==> config.mk <==
export PLATFORM = sky130hd
export DESIGN_NAME = offcal_sequencer
export DESIGN_NICKNAME = d
export VERILOG_FILES = /design/src/rtl/offcal_pkg.sv /design/src/rtl/offcal_edge_sync.sv /design/src/rtl/offcal_divider.sv /design/src/rtl/offcal_sar_chan.sv /design/src/rtl/offcal_sequencer.sv
export SDC_FILE = /design/constraint.sdc
export NUM_CORES = 1
export LEC_CHECK = 0
export ABC_AREA = 1
export CAP_MARGIN = 30
export CORE_MARGIN = 8
export CORE_UTILIZATION = 35
export DETAILED_ROUTE_END_ITERATION = 8
export HOLD_SLACK_MARGIN = 0.15
export PLACE_DENSITY_LB_ADDON = 0.12
export SLEW_MARGIN = 20
export SYNTH_ARGS = -nofsm -noshare
export SYNTH_HDL_FRONTEND = slang
export SYNTH_SLANG_ARGS = --single-unit
==> constraint.sdc <==
create_clock -name clk_ref -period 5.4 [get_ports clk_ref]
set_input_delay 0.81 -clock clk_ref [delete_from_list [all_inputs] [get_ports clk_ref]]
set_output_delay 0.81 -clock clk_ref [all_outputs]
set_load 0.005 [all_outputs]
==> src/rtl/offcal_pkg.sv <==
package offcal_pkg;
  localparam int SLOT_W = 5;
  typedef logic [SLOT_W-1:0] slot_t;

  localparam slot_t SLOT_IDLE       = 5'd0;
  localparam slot_t SLOT_SETTLE_LO  = 5'd1;
  localparam slot_t SLOT_SETTLE_HI  = 5'd7;
  localparam slot_t SLOT_AZ_LO      = 5'd8;
  localparam slot_t SLOT_AZ_HI      = 5'd10;
  localparam slot_t SLOT_SRCH_LO    = 5'd13;
  localparam slot_t SLOT_SRCH_HI    = 5'd21;
  localparam slot_t SLOT_STORE      = 5'd22;
endpackage

==> src/rtl/offcal_edge_sync.sv <==
module offcal_edge_sync (
  input  logic clk,
  input  logic rst_n,
  input  logic async_in,
  output logic rise
);
  logic meta_q, sync_q, last_q;

  always_ff @(posedge clk or negedge rst_n) begin
    if (!rst_n) begin
      meta_q <= 1'b0;
      sync_q <= 1'b0;
      last_q <= 1'b0;
    end else begin
      meta_q <= async_in;
      sync_q <= meta_q;
      last_q <= sync_q;
    end
  end

  assign rise = sync_q & ~last_q;
endmodule

==> src/rtl/offcal_divider.sv <==
module offcal_divider #(
  parameter int DIV_W = 7
) (
  input  logic             clk,
  input  logic             rst_n,
  input  logic [DIV_W-1:0] div_val,
  output logic             tick
);
  logic [DIV_W-1:0] cnt_q, cnt_d, limit;

  always_comb begin
    limit = (div_val == '0) ? '0 : div_val - 1'b1;
    tick  = (cnt_q >= limit);
    cnt_d = tick ? '0 : cnt_q + 1'b1;
  end

  always_ff @(posedge clk or negedge rst_n) begin
    if (!rst_n) cnt_q <= '0;
    else        cnt_q <= cnt_d;
  end
endmodule

==> src/rtl/offcal_sar_chan.sv <==
module offcal_sar_chan #(
  parameter int CODE_W = 8,
  parameter int POS_W  = 5
) (
  input  logic              clk,
  input  logic              rst_n,
  input  logic              load,
  input  logic              step,
  input  logic [POS_W-1:0]  pos,
  input  logic              cmp_hi,
  output logic [CODE_W-1:0] code
);
  localparam logic [CODE_W-1:0] MIDSCALE = {1'b1, {(CODE_W-1){1'b0}}};

  logic [CODE_W-1:0] code_q, code_d, trial_bit, next_bit;
  logic              code_en;

  always_comb begin
    trial_bit = MIDSCALE >> pos;
    next_bit  = trial_bit >> 1;
    code_en   = load | step;
    code_d    = code_q;
    if (load)      code_d = MIDSCALE;
    else if (step) code_d = (cmp_hi ? (code_q & ~trial_bit) : code_q) | next_bit;
  end

  always_ff @(posedge clk or negedge rst_n) begin
    if (!rst_n)       code_q <= MIDSCALE;
    else if (code_en) code_q <= code_d;
  end

  assign code = code_q;
endmodule

==> src/rtl/offcal_sequencer.sv <==
module offcal_sequencer
  import offcal_pkg::*;
#(
  parameter int DIV_W  = 7,
  parameter int CODE_W = 8
) (
  input  logic              clk_ref,
  input  logic              rst_n,
  input  logic [DIV_W-1:0]  div_c,
  input  logic              cal_req,
  input  logic              rx_mode,
  input  logic              cmp_i,
  input  logic              cmp_q,
  output logic [CODE_W-1:0] code_i,
  output logic [CODE_W-1:0] code_q,
  output logic              busy,
  output logic              settle,
  output logic              autozero,
  output logic              agc_off,
  output logic              hold
);
  localparam int    NCH        = 2;
  localparam slot_t SRCH_LAST  = SLOT_SRCH_LO + slot_t'(CODE_W - 1);

  logic  rise, half_tick;
  slot_t slot_q, slot_d;
  logic  phase_q, phase_d, pend_q, pend_d;
  logic  active, start_go, advance, sar_load, sar_step;
  slot_t srch_pos;
  logic [NCH-1:0]    cmp_vec;
  logic [CODE_W-1:0] code_vec [NCH];

  offcal_edge_sync u_sync (
    .clk      (clk_ref),
    .rst_n    (rst_n),
    .async_in (cal_req),
    .rise     (rise)
  );

  offcal_divider #(.DIV_W(DIV_W)) u_div (
    .clk     (clk_ref),
    .rst_n   (rst_n),
    .div_val (div_c),
    .tick    (half_tick)
  );

  always_comb begin
    active   = (slot_q >= SLOT_SETTLE_LO) && (slot_q <= SLOT_SRCH_HI);
    start_go = half_tick && (pend_q || rise);
    advance  = half_tick && !start_go && active && phase_q;
    slot_d   = slot_q;
    phase_d  = phase_q;
    pend_d   = pend_q || rise;
    if (start_go) begin
      slot_d  = SLOT_SETTLE_LO;
      phase_d = 1'b0;
      pend_d  = 1'b0;
    end else if (half_tick && active) begin
      if (phase_q) begin
        slot_d  = slot_q + 1'b1;
        phase_d = 1'b0;
      end else begin
        phase_d = 1'b1;
      end
    end
  end

  always_ff @(posedge clk_ref or negedge rst_n) begin
    if (!rst_n) begin
      slot_q  <= SLOT_IDLE;
      phase_q <= 1'b0;
      pend_q  <= 1'b0;
    end else begin
      slot_q  <= slot_d;
      phase_q <= phase_d;
      pend_q  <= pend_d;
    end
  end

  always_comb begin
    srch_pos = slot_q - SLOT_SRCH_LO;
    sar_load = advance && (slot_q == SLOT_SRCH_LO - 1'b1);
    sar_step = advance && (slot_q >= SLOT_SRCH_LO) && (slot_q <= SRCH_LAST);
  end

  assign cmp_vec = {cmp_q, cmp_i};

  for (genvar ch = 0; ch < NCH; ch++) begin : g_chan
    offcal_sar_chan #(.CODE_W(CODE_W), .POS_W(SLOT_W)) u_sar (
      .clk    (clk_ref),
      .rst_n  (rst_n),
      .load   (sar_load),
      .step   (sar_step),
      .pos    (srch_pos),
      .cmp_hi (cmp_vec[ch]),
      .code   (code_vec[ch])
    );
  end

  assign code_i   = code_vec[0];
  assign code_q   = code_vec[1];
  assign busy     = active;
  assign settle   = (slot_q >= SLOT_SETTLE_LO) && (slot_q <= SLOT_SETTLE_HI);
  assign autozero = (slot_q >= SLOT_AZ_LO) && (slot_q <= SLOT_AZ_HI);
  assign hold     = (slot_q == SLOT_STORE);
  assign agc_off  = active && rx_mode;
endmodule

==> Word level (Yosys, flattened, before mapping) <==
Cells that the tools add are included.
{ "word_totals": {"register_bits": 33, "input_bits": 13} }
{ "op_classes": {"n_addsub": 4, "mux": 15, "n_reduce_logical": 20, "order_cmp": 8, "bitwise": 8, "eq_ne": 2, "shift": 1} }
{ "ops": {"columns": ["cell", "count"], "rows": [
  ["two-way mux 8 bit", 6],
  ["bitwise AND 8 bit", 2],
  ["OR 8 x 7 -> 8 bit", 2],
  ["two-way mux 5 bit", 3],
  ["two-way mux 7 bit", 2],
  ["logical AND 1 bit", 12],
  ["greater-or-equal comparator 5 x 4 -> 1 bit, second input constant", 2],
  ["less-or-equal comparator 5 bit, second input constant", 2],
  ["NOT 8 bit", 1],
  [">> shifter 8 x 5 -> 8 bit, first input constant", 1],
  ["adder 7 x 1 -> 7 bit, second input constant", 1],
  ["greater-or-equal comparator 7 bit", 1],
  ["logical NOT 7 bit", 1],
  ["subtractor 7 x 1 -> 7 bit, second input constant", 1],
  ["nonzero test 2 bit", 3],
  ["adder 5 x 1 -> 5 bit, second input constant", 1],
  ["== test 5 x 4 -> 1 bit, second input constant", 1],
  ["== test 5 bit, second input constant", 1],
  ["greater-or-equal comparator 5 x 1 -> 1 bit, second input constant", 1],
  ["less-or-equal comparator 5 x 3 -> 1 bit, second input constant", 1],
  ["less-or-equal comparator 5 x 4 -> 1 bit, second input constant", 1],
  ["subtractor 5 x 4 -> 5 bit, second input constant", 1],
  ["two-way mux 1 bit", 4],
  ["AND reduction 2 bit", 2],
  ["5 further kinds", 5]
]} }

==> Depth between registers and ports, before layout <==
{ "logic_depth": {"word_depth": 12, "mapped_depth": 20, "depth_no_buf": 20} }

==> Cells and area by module <==
Synthesis repeated with hierarchy kept, for this count alone.
{ "hier_totals": {"hier_cells": 357, "area_unflattened_um2": 2464.9} }
{ "by_module_without_submodules": {"columns": ["module", "area_per_inst_um2", "n_inst", "cells_per_inst"], "rows": [
  ["offcal_sar_chan", 530.5, 2, 80],
  ["offcal_sequencer", 681.9, 1, 98],
  ["offcal_divider", 636.9, 1, 94],
  ["offcal_edge_sync", 85.1, 1, 5]
]} }

==> Least setup slack after synthesis <==
No wires, ideal clock.
{ "synth_timing": {"path_kind": "input-to-reg", "startpoint": "input div_c[0]", "endpoint": "register slot_q[0]", "path_stages": 19, "setup_slack_ns": 2.540, "t_arrival_ns": 2.731, "setup_time_ns": 0.130, "n_path_buf": 0, "path_cell_list": "inv_1 > ha_1 > nand2_1 > nor3_1 > inv_1 > nor2_1 > or2_2 > ha_1 > nand2_1 > inv_1 > nand2_1 > nand2_1 > nand2_1 > nand2_1 > inv_1 > nor2_1 > inv_1 > nand2_1 > o21ai_0"} }
{ "synth_via": {"elab_chain_len": 6} }
{ "synth_lines": {"columns": ["item", "line", "rtl"], "rows": [
  ["from (decl)", "offcal_sequencer.sv:9", "input logic [DIV_W-1:0] div_c,"],
  ["subtractor 7 x 1 -> 7 bit / logical NOT 7 bit (equally long branches)", "offcal_divider.sv:12", "limit = (div_val == '0) ? '0 : div_val - 1'b1;"],
  ["two-way mux 7 bit (*)", "offcal_divider.sv:12", null],
  ["greater-or-equal comparator 7 bit (*)", "offcal_divider.sv:13", "tick = (cnt_q >= limit);"],
  ["logical AND 1 bit (on tied branches)", "offcal_sequencer.sv:49, offcal_sequencer.sv:58", null],
  ["nonzero test 2 bit (no source line)", null, null],
  ["AND reduction 2 bit (no source line)", null, null],
  ["to (signal assigned)", "offcal_sequencer.sv:74", "slot_q <= slot_d;"],
  ["to (decl)", "offcal_sequencer.sv:26", "slot_t slot_q, slot_d;"]
]} }
Mark *: on every way between the ends. The rest lies on a longest branch, timed or not.
A chain may end at the register's enable or synchronous reset.

==> Worst setup path after layout <==
{ "layout_timing": {"startpoint": "input div_c[0]", "endpoint": "register slot_q[1]"} }
The elaborated chain is that of the path after synthesis.

==> reports/qor.yml <==
cts_tree: "yes"
startpoint: "div_c[0]"
drc: 0
r2r_slack_ps: 3250
firstDrtPassIters: 4
hold_buffers: 0
htree_levels: 2
endpoint: "slot_q[1]$_DFFE_PN0P_"
met3WireLength_um: 234
die-area_um2: 9130
setup_violations: 0
drive_gt1_share_pct: 10.5
row_count: 29
ys_seq_elements: 33
post_drt_via_cell_ratio: 4.56
wire_per_inst_um: 12.1
syn_avg_cell_area_um2: 7.19
yosys_warnings: 0
grt_pass1_vias: 1949
grt_max_degree: 34
fin_util_pct: 43.7
setup.worst_path.end_class: "register"
die_w_um: 95.5
rsz0062_at_grt: "false"
cp-start-kind: "input port"
synth_flop_cell: "dfrtp_1"
period_needed_ps: 3430
first_iter_violations: 56
start_util_pct: 35.5
syn_area_um2: 2210
place_congestion: 0.855
slew_viol_final: 0
leakagePower_nw: 1.41
grt_pass1_wl_um: 9030
grt.overflow.total: 0
clk_pin_slew_ps: 70
grtUsageTotal_pct: 12.4
ir_worst_vdd_mv: 0.237
reg2reg_to: "g_chan[0].u_sar.code[2]$_DFFE_PN0P_"
insertion_delay_ps: 280
die_height_um: 95.5
port_buffers: 33
cp.arrival_ps: 3580
worst_slew_pin_slew_ps: 572
wl_um: 5110
cts_buffer_depth: 2
top_layer: "met4"
setup_tns_ps: 0
reg2regPathDepth: 9
io_pins: 34
synthArstFlopShare_pct: 100
wl_met2_um: 2420
required_ps: 5560
post_cts_resized: 0
antennaDiodeCount: 0
crit_path_max_fanout: 9
place_hpwl_um: 3930
synth.distinct_cells: 30
worstReg2RegStart: "slot_q[0]$_DFFE_PN0P_"
cts_setup_buffers: 0
met1_length_um: 2390
root_buffer: "clkbuf_8"
num_vias: 1919
numCtsBuffers: 5
slew_headroom_pct: 61.7
skew_ps: 4.37
fin_crit_sh_pct: 63.5
status: "completed"
antenna_found_initial: 0
synth_edf_count: 0
syn_inst: 308
antenna_left: 0
min_path_type: "reg -> reg"
maxCapViolCount: 0
area_growth_syn_to_layout_pct: 23.2
fmax_mhz: 292
syn-num-nets: 335
ys_seq_area_share_pct: 37.4
fin_nets: 370
clkSinkCount: 33
coreArea_um2: 6240
hold_viol_final: 0
p_per_area_nw_per_um2: 411
path_class: "in -> reg"
[per-stage QoR]
stage	hold WS [ps]	setup slack (ps)	std cells	total power [mW]	area, µm²
after floorplan	331	2540	308	0.740	2210
after global placement	345	1670	413	0.891	2610
final	362	1970	421	1.12	2730
after CTS	365	1940	421	1.14	2730
after detailed placement	349	1650	413	0.893	2610
after global routing	369	1560	421	1.23	2730
[Yosys cell counts (3+ instances only)]
library cell,n,area share (%)
a21oi_1,8,1.8
nor2_2,6,1.7
nand3_1,26,5.9
nor2_4,3,1.5
inv_2,4,0.68
nand2_1,114,19
nor2_1,26,4.4
ha_1,14,7.9
xor2_1,6,2.4
dfrtp_1,31,35
inv_1,32,5.4
nor3_1,5,1.1
nand3_2,3,1.4
o21ai_0,8,1.8
[routing by layer]
metal  up-vias  global-route usage [%]
li1       1032                       -
met1       855                    15.1
met2        25                    20.5
met3         7                    3.54
met4         0                    4.48
met5         -                       0
[worst min-delay path by stage]
| stage | startpoint | to | slack (ps) | cells past startpoint |
|---|---|---|---|---|
| after floorplan | u_sync.meta_q$_DFF_PN0_ | u_sync.sync_q$_DFF_PN0_ | 330 | 0 |
| after global routing | u_sync.meta_q$_DFF_PN0_ | u_sync.sync_q$_DFF_PN0_ | 370 | 0 |
| after detailed placement | u_sync.meta_q$_DFF_PN0_ | u_sync.sync_q$_DFF_PN0_ | 350 | 0 |
| after CTS | u_sync.meta_q$_DFF_PN0_ | u_sync.sync_q$_DFF_PN0_ | 360 | 0 |
| final | u_sync.meta_q$_DFF_PN0_ | u_sync.sync_q$_DFF_PN0_ | 360 | 0 |
| after global placement | u_sync.meta_q$_DFF_PN0_ | u_sync.sync_q$_DFF_PN0_ | 350 | 0 |
[sequential cells by signal (all words and copies together) (netlist names)]
| register | count |
|---|---|
| phase_q | 1 |
| g_chan.u_sar.code | 16 |
| u_sync.sync_q | 1 |
| u_sync.meta_q | 1 |
| slot_q | 5 |
| u_div.cnt_q | 7 |
| pend_q | 1 |
| u_sync.last_q | 1 |
[cells by family (layout without fill, tap and decap cells)]
logic type	count (synthesis)	after routing	synth area share [%]
XOR/XNOR	6	6	2.37
buffers and inverters	43	79	7.97
AO/OA/AOI/OAI	22	22	6.33
AND/OR/NAND/NOR	190	190	38.0
adder cells (fa/ha/maj)	14	14	7.91
flip-flops	33	33	37.4
[where the power goes]
| group | total [mW] | internal, mW | switching [mW] |
|---|---|---|---|
| combinational | 0.519 | 0.190 | 0.328 |
| clock | 0.241 | 0.150 | 0.0902 |
| sequential | 0.361 | 0.296 | 0.0652 |
| total | 1.12 | 0.637 | 0.484 |
[cell usage in the layout, fill, tap and decap left out]
cell type,netlist,routed
nand2_1,114,114
clkdlybuf4s50_1,0,33
inv_1,32,32
dfrtp_1,31,31
nor2_1,26,26
nand3_1,26,26
ha_1,14,14
o21ai_0,8,8
a21oi_1,8,8
xor2_1,6,6
nor2_2,6,6
clkbuf_8,0,6
nor3_1,5,5
inv_2,4,4
nand3_2,3,3
nor2_4,3,3
or2_2,2,2
o21ai_2,2,2
a21oi_2,2,2
dfstp_2,2,2
and2_1,1,1
a21oi_4,1,1
a2111oi_0,1,1
and3_1,1,1
nand4_1,1,1
nand2_2,1,1
clkinv_2,1,1
nand4_4,1,1
bufinv_16,0,1
clkbuf_1,2,1
buf_4,1,1
[final cells by class]
cell class	count	area [µm²]
multi-input cells	232	1210
clock inverters	1	30.0
well taps	77	96.3
flip-flops and latches	33	828
clock buffers	7	86.3
fillers	664	3510
inverters	37	140
repair buffers	34	338
[critical path: stages]
cell	delay, ps
clkdlybuf4s50_1	480
inv_1	60
ha_1	220
nand2_1	110
nor3_1	50
inv_1	60
nor2_1	70
or2_2	280
ha_1	270
nand2_1	40
inv_1	40
nand2_1	40
nand2_1	50
nand2_1	70
nand2_1	250
inv_1	130
nor2_1	190
inv_1	110
nand2_1	150
o21ai_0	100
No activity file was read; power rests on OpenSTA's default activity.
